## src/rtl/wsr_pkg.sv

```systemverilog
package wsr_pkg;
  localparam int REG_W     = 32;
  localparam int MAX_WAKE  = 14;
  localparam int POS_PIN   = 1;
  localparam int POS_MWAKE = 2;
  localparam int POS_BROWN = 3;
  localparam int POS_MRST  = 4;
  localparam int POS_MDET  = 5;
  localparam int POS_MLOW  = 6;
  localparam int POS_XTAL  = 7;
  localparam int POS_DB0   = 13;
  localparam int POS_DB1   = 14;
  localparam int POS_SNAP  = 16;

  typedef struct packed {
    logic db1;
    logic db0;
    logic mdet;
    logic mrst;
    logic brown;
    logic mwake;
    logic pin;
  } evt_t;

  localparam int NUM_EVT = $bits(evt_t);
endpackage

```

## src/rtl/wsr_sticky.sv

```systemverilog
module wsr_sticky #(
  parameter int W = 8
) (
  input  logic         clk,
  input  logic         rst_n,
  input  logic [W-1:0] set,
  input  logic         clr,
  output logic [W-1:0] q
);
  logic [W-1:0] kept;

  always_comb kept = clr ? '0 : q;

  always_ff @(posedge clk) begin
    if (!rst_n) q <= '0;
    else        q <= kept | set;
  end

  // any bit set in a cycle reads 1 afterwards, even under a clear
  a_r5_set_wins: assert property (@(posedge clk) disable iff (!rst_n)
    (set != '0) |=> ((q & $past(set)) == $past(set)));
  // a clear drops every bit not freshly set
  a_r4_clear_drops: assert property (@(posedge clk) disable iff (!rst_n)
    clr |=> ((q & ~$past(set)) == '0));
  // without a clear no bit falls
  a_r3_hold: assert property (@(posedge clk) disable iff (!rst_n)
    !clr |=> ((q & $past(q)) == $past(q)));
endmodule

```

## src/rtl/wsr_rise.sv

```systemverilog
module wsr_rise (
  input  logic clk,
  input  logic rst_n,
  input  logic lvl,
  output logic rise
);
  logic smp_q;
  logic smp_prev;

  always_ff @(posedge clk) begin
    if (!rst_n) begin
      smp_q    <= 1'b0;
      smp_prev <= 1'b0;
    end else begin
      smp_q    <= lvl;
      smp_prev <= smp_q;
    end
  end

  assign rise = smp_q & ~smp_prev;

  // an edge pulse lasts one cycle, so a held level yields no second event
  a_r6_single_pulse: assert property (@(posedge clk) disable iff (!rst_n)
    rise |=> !rise);
endmodule

```

## src/rtl/wsr_capture.sv

```systemverilog
module wsr_capture #(
  parameter int N = 14
) (
  input  logic         clk,
  input  logic         rst_n,
  input  logic         fire,
  input  logic [N-1:0] en,
  input  logic [N-1:0] act,
  input  logic         clr,
  output logic [N-1:0] snap
);
  logic [N-1:0] hit;

  for (genvar i = 0; i < N; i++) begin : g_hit
    assign hit[i] = fire & en[i] & act[i];
  end

  wsr_sticky #(.W(N)) u_bank (
    .clk   (clk),
    .rst_n (rst_n),
    .set   (hit),
    .clr   (clr),
    .q     (snap)
  );

  // without a read, earlier snapshot bits survive a later firing
  a_r10_accumulate: assert property (@(posedge clk) disable iff (!rst_n)
    (fire && !clr) |=> ((snap & $past(snap)) == $past(snap)));
endmodule

```

## src/rtl/wake_status_reg.sv

```systemverilog
module wake_status_reg
  import wsr_pkg::*;
#(
  parameter int NUM_WAKE = 14
) (
  input  logic                clk,
  input  logic                rst_n,
  input  logic                rd_strobe,
  output logic [31:0]         rd_data,
  input  logic                pin_wake_evt,
  input  logic                mon_wake_evt,
  input  logic                mon_reset_evt,
  input  logic                mon_detect_evt,
  input  logic                brownout_lvl,
  input  logic                mon_below,
  input  logic                xtal_sel,
  input  logic [1:0]          dbnc_pin_evt,
  input  logic                dbnc_fire,
  input  logic [NUM_WAKE-1:0] wake_en,
  input  logic [NUM_WAKE-1:0] wake_act
);
  localparam int SNAP_W = (NUM_WAKE < MAX_WAKE) ? NUM_WAKE : MAX_WAKE;

  logic                brown_rise;
  evt_t                evt_in;
  evt_t                evt_q;
  logic [NUM_EVT-1:0]  evt_vec_q;
  logic [SNAP_W-1:0]   snap;

  wsr_rise u_brown (
    .clk   (clk),
    .rst_n (rst_n),
    .lvl   (brownout_lvl),
    .rise  (brown_rise)
  );

  always_comb begin
    evt_in.pin   = pin_wake_evt;
    evt_in.mwake = mon_wake_evt;
    evt_in.brown = brown_rise;
    evt_in.mrst  = mon_reset_evt;
    evt_in.mdet  = mon_detect_evt;
    evt_in.db0   = dbnc_pin_evt[0];
    evt_in.db1   = dbnc_pin_evt[1];
  end

  wsr_sticky #(.W(NUM_EVT)) u_flags (
    .clk   (clk),
    .rst_n (rst_n),
    .set   (evt_in),
    .clr   (rd_strobe),
    .q     (evt_vec_q)
  );

  assign evt_q = evt_t'(evt_vec_q);

  wsr_capture #(.N(SNAP_W)) u_snap (
    .clk   (clk),
    .rst_n (rst_n),
    .fire  (dbnc_fire),
    .en    (wake_en[SNAP_W-1:0]),
    .act   (wake_act[SNAP_W-1:0]),
    .clr   (rd_strobe),
    .snap  (snap)
  );

  always_comb begin
    rd_data                     = '0;
    rd_data[POS_PIN]            = evt_q.pin;
    rd_data[POS_MWAKE]          = evt_q.mwake;
    rd_data[POS_BROWN]          = evt_q.brown;
    rd_data[POS_MRST]           = evt_q.mrst;
    rd_data[POS_MDET]           = evt_q.mdet;
    rd_data[POS_MLOW]           = mon_below;
    rd_data[POS_XTAL]           = xtal_sel;
    rd_data[POS_DB0]            = evt_q.db0;
    rd_data[POS_DB1]            = evt_q.db1;
    rd_data[POS_SNAP +: SNAP_W] = snap;
  end

  // the brownout flag rises only after the detector was high two edges earlier
  a_r6_brown_needs_edge: assert property (@(posedge clk) disable iff (!rst_n)
    $rose(rd_data[POS_BROWN]) |-> $past(brownout_lvl, 2));
  // a firing records every input that was enabled and active
  a_r9_snap_covers: assert property (@(posedge clk) disable iff (!rst_n)
    dbnc_fire |=> ((rd_data[POS_SNAP +: SNAP_W] & $past(wake_en[SNAP_W-1:0] & wake_act[SNAP_W-1:0]))
                   == $past(wake_en[SNAP_W-1:0] & wake_act[SNAP_W-1:0])));
  // without a firing and with a read, no snapshot bit can be set next cycle
  a_r9_no_fire_clear: assert property (@(posedge clk) disable iff (!rst_n)
    (rd_strobe && !dbnc_fire) |=> (rd_data[POS_SNAP +: SNAP_W] == '0));
  // a read leaves the live bits following their inputs
  a_r7_live_after_read: assert property (@(posedge clk) disable iff (!rst_n)
    rd_strobe |=> (rd_data[POS_MLOW] == mon_below && rd_data[POS_XTAL] == xtal_sel));
endmodule

```

## config.mk

```make
export PLATFORM = sky130hd
export DESIGN_NAME = wake_status_reg
export DESIGN_NICKNAME = d
export VERILOG_FILES = /design/src/rtl/wsr_pkg.sv /design/src/rtl/wsr_sticky.sv /design/src/rtl/wsr_rise.sv /design/src/rtl/wsr_capture.sv /design/src/rtl/wake_status_reg.sv
export SDC_FILE = /design/constraint.sdc
export NUM_CORES = 1
export LEC_CHECK = 0
export ABC_CLOCK_PERIOD_IN_PS = 1400
export BUFFER_PORTS_ARGS = -buffer_cell sky130_fd_sc_hd__buf_4
export CAP_MARGIN = 20
export CORE_AREA = 3 3 53 55
export CTS_CLUSTER_SIZE = 8
export DETAILED_ROUTE_END_ITERATION = 8
export DIE_AREA = 0 0 56 58
export HOLD_SLACK_MARGIN = 0.05
export PLACE_DENSITY = 0.8
export SLEW_MARGIN = 5
export SYNTH_ARGS = -nofsm -noshare
export SYNTH_HDL_FRONTEND = slang
export SYNTH_SLANG_ARGS = --single-unit
```

## constraint.sdc

```tcl
create_clock -name clk -period 1.4 [get_ports clk]
set_input_delay 0.21 -clock clk [delete_from_list [all_inputs] [get_ports clk]]
set_output_delay 0.21 -clock clk [all_outputs]
set_load 0.005 [all_outputs]
```

==> results of run 1 <==
==> layout by cell type (no fill, tap or decap) <==
master and count:
a21boi_1 1, and2_1 2, and2b_1 1, buf_4 59
clkbuf_4 3, clkinv_2 1, conb_1 9, dfxtp_1 23
nand2_1 14, nand2b_1 2, nand3b_1 14, nand4_1 14
nor2b_1 5, o21a_1 6
==> sequential cells by signal, summed over array words and instances, names as in the netlist <==
signal,cells
u_brown.smp_q,1
u_snap.u_bank.q,14
u_brown.smp_prev,1
u_flags.q,7
==> layout make-up <==
type	count	share of cell area, %
clock inverter	1	0.367
multi-input combinational	68	29.0
clock buffer	3	1.65
tap	30	2.75
timing repair buffer	59	32.5
sequential	23	33.8
==> how the worst min path moves through the flow <==
stage                         end  cells after the start
floorplan            u_flags.q[0]                      1
global placement     u_flags.q[0]                      2
detailed placement     rd_data[7]                      0
CTS                  u_flags.q[4]                      2
global route        u_brown.smp_q                      2
finish              u_brown.smp_q                      2
==> power by group <==
part | internal, mW | total [mW] | leakage, nW | switching [mW]
clock | 0.106 | 0.291 | 0.0177 | 0.185
sequential | 0.686 | 0.701 | 0.189 | 0.0153
combinational | 0.127 | 0.201 | 0.486 | 0.0744
==> kinds of logic (layout without fill, tap and decap cells) <==
logic type      after synthesis  in the layout
flops                        23             23
buf+inv                      18             63
compound gates                7              7
other cells                   1              9
simple gates                 52             52
==> stage by stage <==
| stage | hold slack (ns) | std cells | total power, mW |
|---|---|---|---|
| after detailed placement | 0.420 | 180 | 0.919 |
| after global placement | 0.418 | 180 | 0.911 |
| final | 0.102 | 184 | 1.19 |
| after floorplan | 0.334 | 109 | 0.818 |
| after CTS | 0.0884 | 184 | 1.22 |
| after global routing | 0.0933 | 184 | 1.26 |
==> routing by layer <==
layer | routed length, µm | vias to the layer above
met5 | 0 | -
met4 | 0 | 0
met3 | 257 | 0
met2 | 1110 | 48
met1 | 890 | 369
li1 | - | 432
==> metrics.txt, run 1 <==
fin crit period=approximately 1 ns; routed wire length=2250 µm; routed vias=849; grt met3 use=between 4 and 5%; CP Max Fanout=2; global-route wire length before repair=3610 µm; First-pass DRT Iterations=4; Initial Util=40.2%; footprint of the multi-input gates=about 400 µm²; die height=58 µm; post-synthesis sequential area ratio=between 40 and 50%; synthesized area=just under 0.001 mm²; largest family of logic cells by synthesized area=simple AND/OR/NAND/NOR gates; Crit Reg-Reg Endpoint=u_flags.q[0]; Cell variety after synth=14; pin count of the biggest net entering global routing=38; Clock Latency Late Sink=about 0.30 ns; antenna violations before repair=0; synth cell count leaders=dfxtp_1 (23), nand2_1 (14), nand3b_1 (14), nand4_1 (14), buf_4 (12); XOR/XNOR Fraction of Synth Area=0%; RSZ-0062 raised after global routing=false; top_reg_cell synth=dfxtp_1; asr flop ratio synth=0%; All-Layer GR Usage=~14%; Max Slew Vio Count=0; Sink Count=23; Reg2Reg Setup Slack=approximately 0.68 ns; H-tree levels=1; Max Cap Viol=0; count of final hold-check violations=0; post-synthesis mux area share=0%; pre-CTS WS=~0.53 ns; Reg clk slew, reported paths=0.13 ns; post-cts sizing count=0; Min-Delay Path Class=input pin to register; cell count of the worst reg-to-reg path=2; CP startpoint=u_snap.u_bank.q[10]; Worst EP arrival=between 0.7 and 0.8 ns; area share of the leading cell type in the synthesized netlist=a little under half; CP required=between 1 and 1.5 ns; hold_buf cts=0; syn_area_per_cell=just under 10 µm²; period utilization=a little over two thirds; count leader, synth=dfxtp_1; DRT antenna net count=0; Final WS setup=0.409 ns; root buffer cell=clkbuf_4; Post-DP HPWL=approximately 1700 µm; final setup violation count=0; routed len/inst=12.2 µm; Rows=18; ant diodes=0; pwr/cell area=between 800 and 900 mW/mm²; register area=~460 µm²; met2 GRT Util=between 20% and 30%; total core area=approximately 0.0024 mm²; Crit. End Element=output port; grt ovf=0; Compound-Gate Fraction of Synth Area=under 10%; Avg Vias per Cell=roughly 4.6; Area after DPL=0.00134 mm²; FF+latch count, synth=23; worst-case clock buffer depth=2; Synth Area in Simple Gates=between 30% and 40%; cell area after layout=between 0.001 and 0.0015 mm²; Yosys Warn Count=0; WP buf/inv=1; GRT busiest layer=met2; Filler cells=around 220; Cells after Synth=roughly 100; Area Growth Syn to Fin=39.6%; number of global-route vias before repair=830; slowest CP cell=dfxtp_1; die area=0.00325 mm²; Critical R2R Launch=u_flags.q[0]; Yosys top cell by area=dfxtp_1; setup TNS=0 ns; delay-heaviest family, CP=flip-flops; highest clock rate=roughly 1000 MHz; Worst setup endpoint=rd_data[26]; drt first-iter violations=13; number of CTS-inserted buffers=3; worst-path cell chain=buf_4; Setup Fix Bufs, Post-CTS=0; # nets final=just under 200; share of cells above drive strength 1=between 40% and 50%; CP max stage delay=approximately 0.36 ns; Clock Skew=0.000135 ns; EDFF count, synth=0; Max VDD drop=~0.66 mV; Port Buffer Count=59; # DRC=0; startpoint of the worst hold path=brownout_lvl; CTS tree=done; GR Layer Usage met1=between 10% and 20%; crit path launch type=register; status=finished clean; RePlAce Congestion=between 0.7 and 0.8; IO Count=73; Leak=0.693 nW; critical path type=register to output port; final core utilization=a little under three fifths; Post-Synth Adder-Cell Area=0%; Worst path depth=1; largest cells by area after synthesis=dfxtp_1 (47%), nand3b_1 (11%), buf_4 (9.2%), nand4_1 (9.0%), buf_6 (5.8%); die width=56 µm
No activity file was read; power rests on OpenSTA's default activity.
==> inputs of run 2 (changes only) <==
Settings changed: ABC_CLOCK_PERIOD_IN_PS 1400 to 900, CORE_AREA 3 3 53 55 to 3 3 57 59, DIE_AREA 0 0 56 58 to 0 0 60 62, PLACE_DENSITY 0.8 to 0.73.
Clock period 1.4 ns to 0.9 ns, I/O delays scaled along.
==> metrics.txt, run 2 (synthesis results as in run 1) <==
placed cells=181 (+0.56%); status=finished clean; Largest Register=u_snap.u_bank.q; Max VDD drop=0.889 mV (+35%); antenna violations before repair=0 (unchanged); Max Slew Vio Count=0 (unchanged); grt ovf=0 (unchanged); Hold Path End=u_snap.u_bank.q[6]; startpoint of the worst hold path=wake_en[6]; WP buf/inv=1 (unchanged); RSZ-0062 raised after global routing=true; Hold Path Depth=3 (+1); ant diodes=0 (unchanged); Leak=0.759 nW (+9.5%); cell count of the worst reg-to-reg path=2 (unchanged); Min-Delay Path Class=input pin to register; fin crit period=0.889 ns; worst-path cell chain=buf_6; largest registers=u_snap.u_bank.q (14), u_flags.q (7); Critical R2R Launch=u_flags.q[0]; IO Count=73 (unchanged); Worst path depth=1 (unchanged); period utilization=a little over nine tenths; die height=62 µm (+6.9%); total core area=0.00276 mm² (+13%); drt first-iter violations=44 (+31); worst hold margin=0.0681 ns (-0.0334 ns); Gate power share=19.3% (+2.5 points); Avg Vias per Cell=4.68 (+1.5%); Sink Count=23 (unchanged); Post-DP HPWL=1750 µm (+2.1%); Reg2Reg Setup Slack=0.17 ns (-0.51 ns); routed vias=913 (+7.5%); Initial Util=35.4% (-4.7 points); RePlAce Congestion=0.669 (-10%); Clock Latency Late Sink=0.30 ns (about the same); number of CTS-inserted buffers=3 (unchanged); Internal Power=1.50 mW (+63%); fin cells=195 (+6.0%); die area=0.00372 mm² (+15%); CTS tree=done; Port Buffer Count=59 (unchanged); Worst EP arrival=0.75 ns (-0.03 ns); sw power=0.436 mW (+59%); pin count of the biggest net entering global routing=38 (unchanged); # nets final=206 (+5.1%); Crit Reg-Reg Endpoint=u_flags.q[0]; number of global-route vias before repair=896 (+8.0%); highest clock rate=around 1100 MHz; global-route wire length before repair=3840 µm (+6.5%); CP max stage delay=0.35 ns (about the same); DRT antenna net count=0 (unchanged); most common cell after layout, fill and taps aside=buf_4; Reg clk slew, reported paths=0.12 ns (about the same); worst-case clock buffer depth=2 (unchanged); First-pass DRT Iterations=4 (unchanged); slowest CP cell=dfxtp_2; root buffer cell=clkbuf_4; number of flip-flops in the largest register=14 (unchanged); crit path launch type=register; pwr/cell area=1230 mW/mm² (+41%); switching share of total power=22.5% (-0.48 points); Max Cap Viol=0 (unchanged); die width=60 µm (+7.1%); # DRC=0 (unchanged); CP required=0.76 ns (-0.43 ns); delay-heaviest family, CP=flip-flops; routed len/inst=12.5 µm (+2.4%); H-tree levels=1 (unchanged); Area Growth Syn to Fin=60.3%; CP Max Fanout=2 (unchanged); final setup violation count=0 (unchanged); commonest non-fill, non-tap cells in the layout=buf_4 (39), buf_6 (21), dfxtp_2 (21); critical path type=register to output port; All-Layer GR Usage=13.9% (about the same); Rows=19 (+1); count of final hold-check violations=0 (unchanged); clock share of power=23.5% (-0.9 points); Crit. End Element=output port; Reg power frac=57.2% (-1.5 points); share of cells above drive strength 1=51.2% (+10 points); routed wire length=2440 µm (+8.5%); Clock Skew=0.0000838 ns (-0.0000507 ns)
-- run 2: cell count changes in the layout (fill, tap and decap cells not counted) --
cell	previous run	this run
buf_4	59	39
buf_6	0	21
dfxtp_1	23	2
clkbuf_1	0	1
clkinv_2	1	0
dfxtp_2	0	21
dlygate4sd3_1	0	9
-- run 2: worst max path at each step --
| stage | start | end | slack [ns] |
|---|---|---|---|
| 2_1_floorplan | u_flags.q[0] | u_flags.q[0] | 0.20 |
| 3_3_place_gp | rd_strobe | u_flags.q[0] | 0.12 |
| 3_5_place_dp | rd_strobe | u_flags.q[0] | 0.11 |
| 4_1_cts | u_flags.q[2] | rd_data[3] | -0.01 |
| 5_1_grt | u_snap.u_bank.q[5] | rd_data[21] | -0.04 |
| 6_report | u_flags.q[2] | rd_data[3] | 0.01 |
-- run 2: power by group through the flow --
stage          combinational (mW)  sequential (mW)  clock (mW)
2_1_floorplan               0.157             1.12           0
3_3_place_gp                0.307             1.11           0
3_5_place_dp                0.313             1.11           0
4_1_cts                     0.371             1.11       0.493
5_1_grt                     0.410             1.11       0.532
6_report                    0.372             1.11       0.455
-- run 2: stage by stage --
| stage | TNS [ns] | cell area (µm²) | utilization, % | setup WS, ns | power [mW] |
|---|---|---|---|---|---|
| after global placement | 0 | 1340 | 48.5 | 0.116 | 1.42 |
| after detailed placement | 0 | 1340 | 48.5 | 0.106 | 1.43 |
| after CTS | -0.0839 | 1560 | 56.5 | -0.0149 | 1.97 |
| after global routing | -0.548 | 1570 | 56.8 | -0.0378 | 2.06 |
| after floorplan | 0 | 1010 | - | 0.198 | 1.27 |
| final | 0 | 1570 | 56.8 | 0.0112 | 1.93 |
-- run 2: routing by layer --
layer / track usage [%] / wire (µm) / vias up
met5: 0 / 0 / -
met4: 4.75 / 0 / 0
met3: 3.93 / 270 / 0
met2: 27.2 / 1270 / 46
met1: 13.9 / 904 / 415
li1: - / - / 452
-- run 2: layout make-up --
type,count,area [µm²]
multi-input cells,68,395
well taps,31,38.8
clock buffers,4,26.3
flip-flops and latches,23,487
fillers,246,1190
repair buffers,69,619
-- run 2: repair_timing --
item	in CTS	in global routing
endpoints found under the hold margin	8	0
hold buffers	9	0
gates resized for setup	42	0
endpoints found under the setup margin	21	21
setup buffers	0	1
